[src/rtl/relay_mon_pkg.sv]
package relay_mon_pkg;

   // Position of each actuator inside a four-bit corner group
   localparam int unsigned GRP_BITS   = 4;
   localparam int unsigned POS_S1_HOR = 0;
   localparam int unsigned POS_S2_HOR = 1;
   localparam int unsigned POS_S1_VER = 2;
   localparam int unsigned POS_S2_VER = 3;

   // Word with one group of GRP_BITS ones per corner, at STRIDE spacing
   function automatic logic [63:0] relay_field_mask(int unsigned corners, int unsigned stride);
      logic [63:0] m;
      m = '0;
      for (int c = 0; c < int'(corners); c++) begin
         for (int b = 0; b < int'(GRP_BITS); b++) begin
            m[c*int'(stride) + b] = 1'b1;
         end
      end
      return m;
   endfunction

endpackage

[src/rtl/relay_bit_decode.sv]
module relay_bit_decode
   import relay_mon_pkg::*;
#(
   parameter int unsigned WORD_W  = 32,
   parameter int unsigned CORNERS = 3,
   parameter int unsigned STRIDE  = 8
) (
   input  logic [WORD_W-1:0]    word_i,
   output logic [2*CORNERS-1:0] stage1_bits_o,
   output logic [2*CORNERS-1:0] stage2_bits_o
);
   initial begin
      if (CORNERS * STRIDE > WORD_W) $error("relay groups exceed word width");
      if (STRIDE < GRP_BITS) $error("corner stride smaller than group");
   end

   for (genvar c = 0; c < CORNERS; c++) begin : g_corner
      localparam int unsigned BASE = c * STRIDE;
      assign stage1_bits_o[2*c]   = word_i[BASE + POS_S1_HOR];
      assign stage1_bits_o[2*c+1] = word_i[BASE + POS_S1_VER];
      assign stage2_bits_o[2*c]   = word_i[BASE + POS_S2_HOR];
      assign stage2_bits_o[2*c+1] = word_i[BASE + POS_S2_VER];
   end
endmodule

[src/rtl/relay_word_gate.sv]
module relay_word_gate #(
   parameter int unsigned WORD_W   = 32,
   parameter int unsigned PASS_LSB = 24,
   parameter logic [WORD_W-1:0] FORCE_ONES = '0
) (
   input  logic [WORD_W-1:0] word_i,
   input  logic              bypass_i,
   output logic [WORD_W-1:0] word_o
);
   localparam logic [WORD_W-1:0] KEEP_MASK = ~((WORD_W'(1) << PASS_LSB) - WORD_W'(1));

   initial begin
      if (PASS_LSB >= WORD_W) $error("pass-through field empty");
      if ((FORCE_ONES & KEEP_MASK) != '0) $error("forced bits overlap pass-through field");
   end

   always_comb begin
      if (bypass_i) word_o = (word_i & KEEP_MASK) + FORCE_ONES;
      else          word_o = word_i;
   end
endmodule

[src/rtl/relay_persist_qual.sv]
module relay_persist_qual #(
   parameter longint unsigned HOLD_CYCLES = 64'd6_000_000_000
) (
   input  logic clk,
   input  logic rst_n,
   input  logic cond_i,
   output logic qual_o
);
   localparam int unsigned CNT_W = $clog2(HOLD_CYCLES + 1);
   localparam logic [CNT_W-1:0] LIMIT = CNT_W'(HOLD_CYCLES);

   initial begin
      if (HOLD_CYCLES < 1) $error("hold time must be at least one cycle");
   end

   logic [CNT_W-1:0] run_q;

   always_ff @(posedge clk) begin
      if (!rst_n) begin
         run_q  <= '0;
         qual_o <= 1'b0;
      end else if (!cond_i) begin
         run_q  <= '0;
         qual_o <= 1'b0;
      end else if (run_q != LIMIT) begin
         run_q  <= run_q + 1'b1;
         qual_o <= (run_q == LIMIT - 1'b1);
      end else begin
         qual_o <= 1'b1;
      end
   end
endmodule

[src/rtl/relay_health_monitor.sv]
module relay_health_monitor
   import relay_mon_pkg::*;
#(
   parameter int unsigned     WORD_W      = 32,
   parameter int unsigned     CORNERS     = 3,
   parameter int unsigned     STRIDE      = 8,
   parameter int unsigned     PASS_LSB    = 24,
   parameter longint unsigned HOLD_CYCLES = 64'd6_000_000_000
) (
   input  logic              clk,
   input  logic              rst_n,
   input  logic [WORD_W-1:0] raw_word,
   input  logic [WORD_W-1:0] test_word,
   input  logic              bypass_en,
   output logic [WORD_W-1:0] fwd_word,
   output logic              stage1_ok,
   output logic              stage2_ok,
   output logic              all_ok
);
   localparam logic [WORD_W-1:0] RELAY_MASK = WORD_W'(relay_field_mask(CORNERS, STRIDE));
   localparam int unsigned       HALF       = 2 * CORNERS;

   initial begin
      if (WORD_W > 64) $error("word width above 64 unsupported");
      if (CORNERS * STRIDE > PASS_LSB) $error("relay groups overlap pass-through field");
   end

   // Monitoring copy: modulo sum, carry dropped by width
   logic [WORD_W-1:0] mon_word;
   logic [HALF-1:0]   mon_s1, mon_s2;
   logic              mon_all;

   assign mon_word = raw_word + test_word;

   relay_bit_decode #(.WORD_W(WORD_W), .CORNERS(CORNERS), .STRIDE(STRIDE)) u_mon_dec (
      .word_i        (mon_word),
      .stage1_bits_o (mon_s1),
      .stage2_bits_o (mon_s2)
   );

   assign mon_all = (&mon_s1) & (&mon_s2);

   relay_persist_qual #(.HOLD_CYCLES(HOLD_CYCLES)) u_qual (
      .clk    (clk),
      .rst_n  (rst_n),
      .cond_i (mon_all),
      .qual_o (all_ok)
   );

   // Forwarded path
   logic [WORD_W-1:0] gated_word;
   logic [HALF-1:0]   fw_s1, fw_s2;

   relay_word_gate #(.WORD_W(WORD_W), .PASS_LSB(PASS_LSB), .FORCE_ONES(RELAY_MASK)) u_gate (
      .word_i   (raw_word),
      .bypass_i (bypass_en),
      .word_o   (gated_word)
   );

   relay_bit_decode #(.WORD_W(WORD_W), .CORNERS(CORNERS), .STRIDE(STRIDE)) u_fwd_dec (
      .word_i        (gated_word),
      .stage1_bits_o (fw_s1),
      .stage2_bits_o (fw_s2)
   );

   always_ff @(posedge clk) begin
      if (!rst_n) begin
         fwd_word  <= '0;
         stage1_ok <= 1'b0;
         stage2_ok <= 1'b0;
      end else begin
         fwd_word  <= gated_word;
         stage1_ok <= &fw_s1;
         stage2_ok <= &fw_s2;
      end
   end
endmodule

[config.mk]
export PLATFORM = sky130hd
export DESIGN_NAME = relay_health_monitor
export DESIGN_NICKNAME = d
export VERILOG_FILES = /design/src/rtl/relay_mon_pkg.sv /design/src/rtl/relay_bit_decode.sv /design/src/rtl/relay_word_gate.sv /design/src/rtl/relay_persist_qual.sv /design/src/rtl/relay_health_monitor.sv
export SDC_FILE = /design/constraint.sdc
export NUM_CORES = 1
export LEC_CHECK = 0
export ABC_AREA = 1
export BUFFER_PORTS_ARGS = -buffer_cell sky130_fd_sc_hd__clkbuf_2
export CORE_MARGIN = 3
export CORE_UTILIZATION = 53
export DETAILED_ROUTE_END_ITERATION = 6
export GPL_ROUTABILITY_DRIVEN = 1
export PLACE_DENSITY = 0.86
export SLEW_MARGIN = 20
export SYNTH_ARGS = -nofsm -noshare
export SYNTH_HDL_FRONTEND = slang
export SYNTH_SLANG_ARGS = --single-unit
[constraint.sdc]
create_clock -name clk -period 3 [get_ports clk]
set_input_delay 0.6 -clock clk [delete_from_list [all_inputs] [get_ports clk]]
set_output_delay 0.6 -clock clk [all_outputs]
set_load 0.05 [all_outputs]
* Yosys cells after proc, flatten, opt, wreduce, memory -nomap -nowiden *
Cells that the tools add are included.

operators by class
  equality and inequality tests = 2
  add/sub/neg operators = 3
  reduce and logical (&&, ||, !) cells = 5
  muxes and demuxes = 2
  bitwise gates (word level) = 1

operators with widths
  operator                count
  $add 33x1->33 const B   1
  $eq 33x33->1 const B    1
  $ne 33x33->1 const B    1
  $add 32x20->32 const B  1
  $mux 32                 1
  $reduce_and 6->1        4
  $add 20x20->20          1
  $reduce_and 2->1        1
  $and 1x1->1             1
  $mux 1                  1

word-level totals
  bits of input ports = 67
  output and inout bits = 35
  logic and storage cells = 18
  flip-flop bits (word level) = 68

* Logic depth before layout (Yosys ltp) *
Gate-level depths: netlist of the first run.

  word-level depth = 4
  mapped depth = 16

* Hierarchy *
Synthesis of the first run repeated with hierarchy kept, for this count alone.

second synthesis, totals
  cell total of the unflattened synthesis = 1,081
  area, all modules = 6,007.0 µm²

by module, submodules not included
  module                cells each  area an instance (µm²)  times used
  relay_health_monitor  606         3,374.5                 1
  relay_persist_qual    392         2,189.6                 1
  relay_word_gate       59          262.8                   1
  relay_bit_decode      12          90.1                    2

* Worst setup path before layout of the first run *
OpenSTA, ideal clock, no wires.

  kind = input to register
  start point = input port raw_word[0]
  end point = register u_qual.run_q[15]
  path slack = 0.695 ns
  stages on the path = 13
  setup time = 0.062 ns
  arrival time = 2.243 ns
  cells stage by stage = ha_1 -> inv_1 -> fa_1 -> nor2_1 -> nand3_1 -> nor3_1 -> nand2_1 -> nor2_1 -> nand3_1 -> nor2_1 -> nand2_2 -> buf_6 -> nor2_2

on the way
  word-level cells in the longest chain between the ends = 4
  elaborated cells between the ends (all ways) = 5
  classes of those cells = add/sub: 1; bitwise: 1; reduce/logical: 3

ends and longest elaborated chain
  what                                   line                        source
  start: declaration                     relay_health_monitor.sv:12  input logic [WORD_W-1:0] raw_word,
  $add 20x20->20 (*)                     relay_health_monitor.sv:33  assign mon_word = raw_word + test_word;
  $reduce_and 6->1                       relay_health_monitor.sv:41  assign mon_all = (&mon_s1) & (&mon_s2);
  $and 1x1->1 (*)                        relay_health_monitor.sv:41
  $reduce_and 2->1 (no source line) (*)  --
  end signal: assignment                 relay_persist_qual.sv:26    run_q <= run_q + 1'b1;
  end: declaration                       relay_persist_qual.sv:16    logic [CNT_W-1:0] run_q;

Every way passes the cells marked *; elsewhere a longest branch is shown, timed or not.
A chain may end at the register's enable or synchronous reset.

* Worst setup path after layout of the first run *
  start point = input port raw_word[0]
  end point = register u_qual.run_q[25]

The elaborated chain is that of the path after synthesis.

==> results of run 1 <==
## state kept, by name, summed over array words and instances (netlist names)
register	cells
fwd_word	32
stage1_ok	1
u_qual.run_q	33
u_qual.qual_o	1
stage2_ok	1
## worst max-delay path: cells and delay by family
| kind | cells | cell delay [ns] |
|---|---|---|
| buffers and inverters | 4 | 0.46 |
| AND/OR/NAND/NOR | 10 | 0.94 |
| adder cells (fa/ha/maj) | 2 | 0.56 |
## worst paths after layout
path	slack, ns	from	to
max reg2reg	1.16	u_qual.run_q[1]	u_qual.run_q[20]
max	0.72	raw_word[0]	u_qual.run_q[25]
min reg2reg	0.55	u_qual.run_q[30]	u_qual.run_q[30]
min	0.43	raw_word[26]	fwd_word[26]
## final cells by class
cell class | instances | share of cell area
clock buffer | 10 | 0.02774
multi-input combinational | 387 | 0.4525
clock inverter | 6 | 0.01414
tap | 96 | 0.02611
sequential | 68 | 0.2959
timing repair buffer | 90 | 0.1012
inverter | 101 | 0.08240
## routing by layer
metal | up-vias | global-route usage | wire length, microns
li1 | 1915 | - | -
met1 | 1662 | 0.2520 | 3731
met2 | 95 | 0.4121 | 4758
met3 | 23 | 0.06214 | 433
met4 | 0 | 0.1043 | 314
met5 | - | 0 | 0
## stage by stage
stage / utilization / hold slack, ns / total power, uW
after floorplan: - / 0.5022 / 1216
after global placement: 0.6348 / 0.5189 / 1316
after detailed placement: 0.6348 / 0.5395 / 1324
after CTS: 0.6625 / 0.4237 / 2049
after global routing: 0.6625 / 0.4318 / 2132
final: 0.6625 / 0.4313 / 2039
## where the power goes
part	internal, uW	switching (uW)
combinational	119	255
sequential	926	6.28
clock	384	348
## kinds of logic after synthesis
group | Yosys count
AO/OA/AOI/OAI | 22
XOR/XNOR | 32
adder cells (fa/ha/maj) | 22
buffers and inverters | 107
flip-flops | 68
AND/OR/NAND/NOR | 311
## layout by cell type (no fill, tap or decap), types with 4 or more instances in the layout
| cell type | n |
|---|---|
| sky130_fd_sc_hd__nand2_1 | 133 |
| sky130_fd_sc_hd__nand3_2 | 5 |
| sky130_fd_sc_hd__xor2_1 | 24 |
| sky130_fd_sc_hd__ha_1 | 21 |
| sky130_fd_sc_hd__nor2_2 | 19 |
| sky130_fd_sc_hd__nor4_1 | 6 |
| sky130_fd_sc_hd__clkbuf_8 | 9 |
| sky130_fd_sc_hd__inv_1 | 99 |
| sky130_fd_sc_hd__a21oi_1 | 12 |
| sky130_fd_sc_hd__nor3_1 | 16 |
| sky130_fd_sc_hd__clkbuf_2 | 89 |
| sky130_fd_sc_hd__nor2_1 | 85 |
| sky130_fd_sc_hd__nand3_1 | 23 |
| sky130_fd_sc_hd__o21ai_0 | 4 |
| sky130_fd_sc_hd__nand4_1 | 11 |
| sky130_fd_sc_hd__xnor2_1 | 8 |
| sky130_fd_sc_hd__dfxtp_1 | 68 |
==> run summary, run 1 <==
Register area share after synthesis = 0.3520
Transition time of the tightest slew-check pin = 0.4834 ns
Final hold vios = 0
Effective utilization at floorplan = 0.5569
LEAKAGE = 0.002217 uW
Vias after detailed routing = 3,695
WP data arrival = 2.56 ns
Overflow after GRT = 0
Clock-pin slew on the worst setup and hold paths = 0.07 ns
Clock buffer depth = 2
Fill cell count = 608
Detailed-route DRC error count = 0
Setup repair after global routing missed its margin = no
Synthesized area divided by synthesized cell count = 6.882 sq um
Highest cell delay on the worst timing path = 0.35 ns
Via count of the first global-routing pass = 3,649
Adder-cell share of the synthesized area = 0.07312
Gp weighted congestion = 0.9299
Total Wirelength = 9238 microns
CTS Sinks = 68
Instance area at placement = 4408 sq um
Drt pass-1 iters = 4
Worst Setup Slack post-DPL = 0.4179 ns
Post-CTS Setup Inserts = 0
Required time of the critical path = 3.28 ns
# rows = 30
IR drop worst, VDD = 0.2611 mV
CTS Root Buffer Type = sky130_fd_sc_hd__clkbuf_8
Multiplexer share of the synthesized area = 0
Kind of critical path = input port to flop
GRT Resource Usage Total = 0.2306
Die extent in x = 91.43 microns
Relative max-transition margin = 0.6769
Compound-cell area share of the yosys netlist = 0.03235
TritonCTS clock tree = built
Ordered cell list for the critical path = clkbuf_2 -> ha_1 -> inv_1 -> fa_1 -> inv_1 -> nand3_1 -> nor2_1 -> nand2_1 -> nand3_1 -> nand2_1 -> nand2_1 -> nand4_1 -> nor2_1 -> nand2_2 -> buf_12 -> nor2_1
Largest family of logic cells by synthesized area = simple AND/OR/NAND/NOR gates
Final period utilization = 0.7606
Most instantiated library cell after synthesis = sky130_fd_sc_hd__nand2_1
Vertical extent of the die = 91.43 microns
WL/cell = 12.19 microns
Most frequent cells after synthesis = 133 x sky130_fd_sc_hd__nand2_1, 99 x sky130_fd_sc_hd__inv_1, 85 x sky130_fd_sc_hd__nor2_1, 68 x sky130_fd_sc_hd__dfxtp_1, 24 x sky130_fd_sc_hd__xor2_1
Clock latency at the later pin of the worst-skew pair = 0.34 ns
Simple-Gate Fraction of Synth Area = 0.3604
Synth area leaders = sky130_fd_sc_hd__dfxtp_1 35%, sky130_fd_sc_hd__nand2_1 13%, sky130_fd_sc_hd__inv_1 9.6%, sky130_fd_sc_hd__nor2_1 8.2%, sky130_fd_sc_hd__ha_1 6.8%
Net Count, Synth = 651
Dominant synthesized flop cell = sky130_fd_sc_hd__dfxtp_1
CP startpoint kind = input port
Synthesized flop and latch total = 68
Remaining antenna violation count = 0
Hold Path Cell Cnt = 3
Max cap viols = 0
Number of primary I/O pins = 102
Slew Limit Fails = 0
Footprint of the flip-flops and latches = 1361 sq um
DRT iter0 DRCs = 125
Max FO, Critical Path = 34
Number of enable-type register cells in the synthesized netlist = 0
IO buf count = 89
HPWL after detailed placement = 7313 microns
Largest clock skew in the final design = 0.005180 ns
Total standard cell area after synthesis = 3867 sq um
Time the final worst path needs with I/O delays and setup = 2.282 ns
Run status = complete, no violations
Diode insertion count for antenna repair = 0
Final #Nets = 746
Multi-input gate area in the final layout = 2082 sq um
Cell count of the worst reg-to-reg path = 9
Final std cell area, no fill = 4601 sq um
Warnings, synthesis = 0
Number of CTS-inserted buffers = 9
Largest net degree at the start of global routing = 35
Dominant cell type by area after synthesis = sky130_fd_sc_hd__dfxtp_1
Total number of H-tree levels = 3
First-pass GRT wire length = 15,770 microns
Path category of the worst min-delay check = input port to flop
Quantity of gates resized following cts = 0
Maximum operating frequency = 438.3 MHz
Placed Cells incl. Taps = 742
Number of failing setup endpoints in the final timing report = 0
Areal power density over the cells = 443.2 nW/um^2
Top cell type's share of synthesized area = 0.3520
Mean number of vias per cell = 4.875
Number of antenna violations at the first check in global routing = 0
Synth Area in XOR/XNOR = 0.07247
Area added between synthesis and finish = 18.96%
Number of buffers added to fix hold violations after cts = 0
Final standard cell count with taps included and fillers excluded = 758
Share of flip-flops with an asynchronous set or reset = 0
Count of unique library cells instantiated by Yosys = 33
Placeable core region = 6944 sq um
Number of instances in the synthesized netlist = 562
Crit end category = flop
Worst-path cell with the longest stage delay = sky130_fd_sc_hd__fa_1
Final worst setup slack = 0.7183 ns
Fraction of layout instances using a drive strength above 1 = 0.2145
TNS Setup = 0 ns
Overall die area = 8359 sq um
(Power assumes the default switching activity.)
==> inputs of run 2 (changes only) <==
--- a/config.mk
+++ b/config.mk
@@ -8,10 +8,10 @@
 export ABC_AREA = 1
 export BUFFER_PORTS_ARGS = -buffer_cell sky130_fd_sc_hd__clkbuf_2
 export CORE_MARGIN = 3
-export CORE_UTILIZATION = 53
+export CORE_UTILIZATION = 48
 export DETAILED_ROUTE_END_ITERATION = 6
 export GPL_ROUTABILITY_DRIVEN = 1
-export PLACE_DENSITY = 0.86
+export PLACE_DENSITY = 0.83
 export SLEW_MARGIN = 20
 export SYNTH_ARGS = -nofsm -noshare
 export SYNTH_HDL_FRONTEND = slang
==> constraint.sdc (replaced) <==
create_clock -name clk -period 1.9 [get_ports clk]
set_input_delay 0.38 -clock clk [delete_from_list [all_inputs] [get_ports clk]]
set_output_delay 0.38 -clock clk [all_outputs]
set_load 0.05 [all_outputs]
==> run summary, run 2 (synthesized netlist as in run 1, its figures left out) <==
Run status = complete, but fails checks
Violations in the final reports = setup timing
Worst Setup Slack post-DPL = -0.3871 ns
Diode insertion count for antenna repair = 0
Clock group share of total power = 0.422
Setup repair after global routing missed its margin = yes
Number of failing setup endpoints in the final timing report = 34
Gate power share = 0.184
WL/cell = 13.27 microns
Clock-pin slew on the worst setup and hold paths = 0.08 ns
Overall die area = 9170 sq um
Crit end category = flop
Via count of the first global-routing pass = 3,774
Effective utilization at floorplan = 0.4979
Area added between synthesis and finish = 33.74%
Proportion of power drawn by flip-flops and latches = 0.394
DRT iter0 DRCs = 177
Final #Nets = 782
Placed Cells incl. Taps = 780
Final std cell area, no fill = 5172 sq um
Mean number of vias per cell = 5.028
Hold Path Cell Cnt = 3
Overall Power = 3742 uW
Vias after detailed routing = 4,022
Max reg flops = 33
Final worst setup slack = -0.1350 ns
Max cap viols = 0
Largest registers = u_qual.run_q x33, fwd_word x32
HPWL after detailed placement = 7453 microns
First-pass GRT wire length = 15,810 microns
Slew Limit Fails = 0
Areal power density over the cells = 723.4 nW/um^2
Largest clock skew in the final design = 0.01169 ns
Remaining antenna violation count = 0
IO buf count = 89
# rows = 32
Final period utilization = 1.071
Register-to-register setup slack = 0.07 ns
Launching instance or port of the critical path = raw_word[0]
WP data arrival = 2.32 ns
Clock buffer depth = 2
Cell count of the worst reg-to-reg path = 7
Placeable core region = 7767 sq um
IR drop worst, VDD = 0.3545 mV
CTS Root Buffer Type = sky130_fd_sc_hd__clkbuf_8
Gp weighted congestion = 0.9325
Clock latency at the later pin of the worst-skew pair = 0.35 ns
Post-CTS Setup Inserts = 0
CTS Sinks = 68
Number of antenna violations at the first check in global routing = 0
Hold Worst Slack = 0.2090 ns
Largest net degree at the start of global routing = 35
Transition time of the tightest slew-check pin = 0.5040 ns
Path category of the worst min-delay check = input port to flop
Top library cells by usage in the layout, fill and taps aside = 132 x sky130_fd_sc_hd__nand2_1, 96 x sky130_fd_sc_hd__inv_1, 87 x sky130_fd_sc_hd__clkbuf_2, 68 x sky130_fd_sc_hd__dfxtp_1, 66 x sky130_fd_sc_hd__nor2_1
Instance area at placement = 4671 sq um
Number of buffers added to fix hold violations after cts = 0
Fraction of layout instances using a drive strength above 1 = 0.2994
CP startpoint kind = input port
Vertical extent of the die = 95.76 microns
Relative max-transition margin = 0.6632
Top register by number of flip-flops = u_qual.run_q
Internal portion of total power = 2724 uW
Total number of H-tree levels = 3
GRT Resource Usage Total = 0.2173
Overflow after GRT = 0
Sw Share = 0.2719
Worst reg2reg path startpoint = u_qual.run_q[26]
Final hold vios = 0
Drt pass-1 iters = 7
Required time of the critical path = 2.19 ns
Number of CTS-inserted buffers = 9
TritonCTS clock tree = built
LEAKAGE = 0.002468 uW
End of the worst register-to-register path = u_qual.run_q[0]
Final standard cell count with taps included and fillers excluded = 800
Time the final worst path needs with I/O delays and setup = 2.035 ns
Switching Power = 1018 uW
Maximum operating frequency = 491.4 MHz
Kind of critical path = input port to flop
Number of primary I/O pins = 102
Capture point of the critical path = u_qual.run_q[22]
Total Wirelength = 10,620 microns
Max FO, Critical Path = 9
Commonest non-fill, non-tap cell in the layout = sky130_fd_sc_hd__nand2_1
Die extent in x = 95.76 microns
Detailed-route DRC error count = 0
==> run 2: how the worst min path moves through the flow <==
| stage | startpoint | end | slack (ns) |
|---|---|---|---|
| 2_1_floorplan | raw_word[24] | fwd_word[24] | 0.48 |
| 3_3_place_gp | u_qual.run_q[30] | u_qual.run_q[30] | 0.52 |
| 3_5_place_dp | u_qual.run_q[30] | u_qual.run_q[30] | 0.54 |
| 4_1_cts | raw_word[31] | fwd_word[31] | 0.20 |
| 5_1_grt | raw_word[28] | fwd_word[28] | 0.22 |
| 6_report | raw_word[31] | fwd_word[31] | 0.21 |
==> run 2: per-stage QoR <==
stage               utilization     TNS, ns
finish                   0.6659      -3.306
global route             0.6659      -6.320
CTS                      0.6363  -0.0005418
detailed placement       0.6013      -12.32
global placement         0.6013      -11.76
floorplan                     -      -2.118
==> run 2: final cells by class <==
cell class / count / area (sq um)
Fill cell: 627 / 2595
Multi-Input combinational cell: 387 / 2236
Sequential cell: 68 / 1361
Timing Repair Buffer: 126 / 804.5
Inverter: 101 / 379.1
Clock inverter: 6 / 136.4
Clock buffer: 10 / 127.6
Tap cell: 102 / 127.6
==> run 2: critical path: stages <==
cell and delay [ns]:
sky130_fd_sc_hd__buf_6 0.10, sky130_fd_sc_hd__ha_4 0.16, sky130_fd_sc_hd__inv_2 0.05, sky130_fd_sc_hd__fa_2 0.44, sky130_fd_sc_hd__nor2_2 0.12, sky130_fd_sc_hd__nand3_1 0.09
sky130_fd_sc_hd__nor3_2 0.14, sky130_fd_sc_hd__nand2_1 0.07, sky130_fd_sc_hd__nor2_1 0.10, sky130_fd_sc_hd__nand3_1 0.09, sky130_fd_sc_hd__nor2_2 0.16, sky130_fd_sc_hd__nand2_4 0.12
sky130_fd_sc_hd__clkbuf_16 0.20, sky130_fd_sc_hd__nor2_1 0.10
==> run 2: what timing repair did <==
| action | 4_1_cts | 5_1_grt |
|---|---|---|
| pin swaps | 2 | 3 |
| resized for setup | 2 | 43 |
| endpoints found under the setup margin | 34 | 34 |
| endpoints found under the hold margin | 0 | 0 |
| cloned | 0 | 4 |
==> run 2: power groups by stage <==
stage / sequential (uW) / clock (uW) / combinational [uW]
2_1_floorplan: 1640 / 0 / 280
3_3_place_gp: 1510 / 0 / 641
3_5_place_dp: 1510 / 0 / 660
4_1_cts: 1470 / 1590 / 668
5_1_grt: 1480 / 1650 / 751
6_report: 1470 / 1580 / 688
==> run 2: per-layer routing <==
metal	share of wire	vias up	global-route usage	routed length (microns)
li1	-	1998	-	-
met1	0.35	1787	0.2396	3723
met2	0.52	191	0.4030	5559
met3	0.085	46	0.03831	905
met4	0.040	0	0.09716	429
met5	0	-	0	0
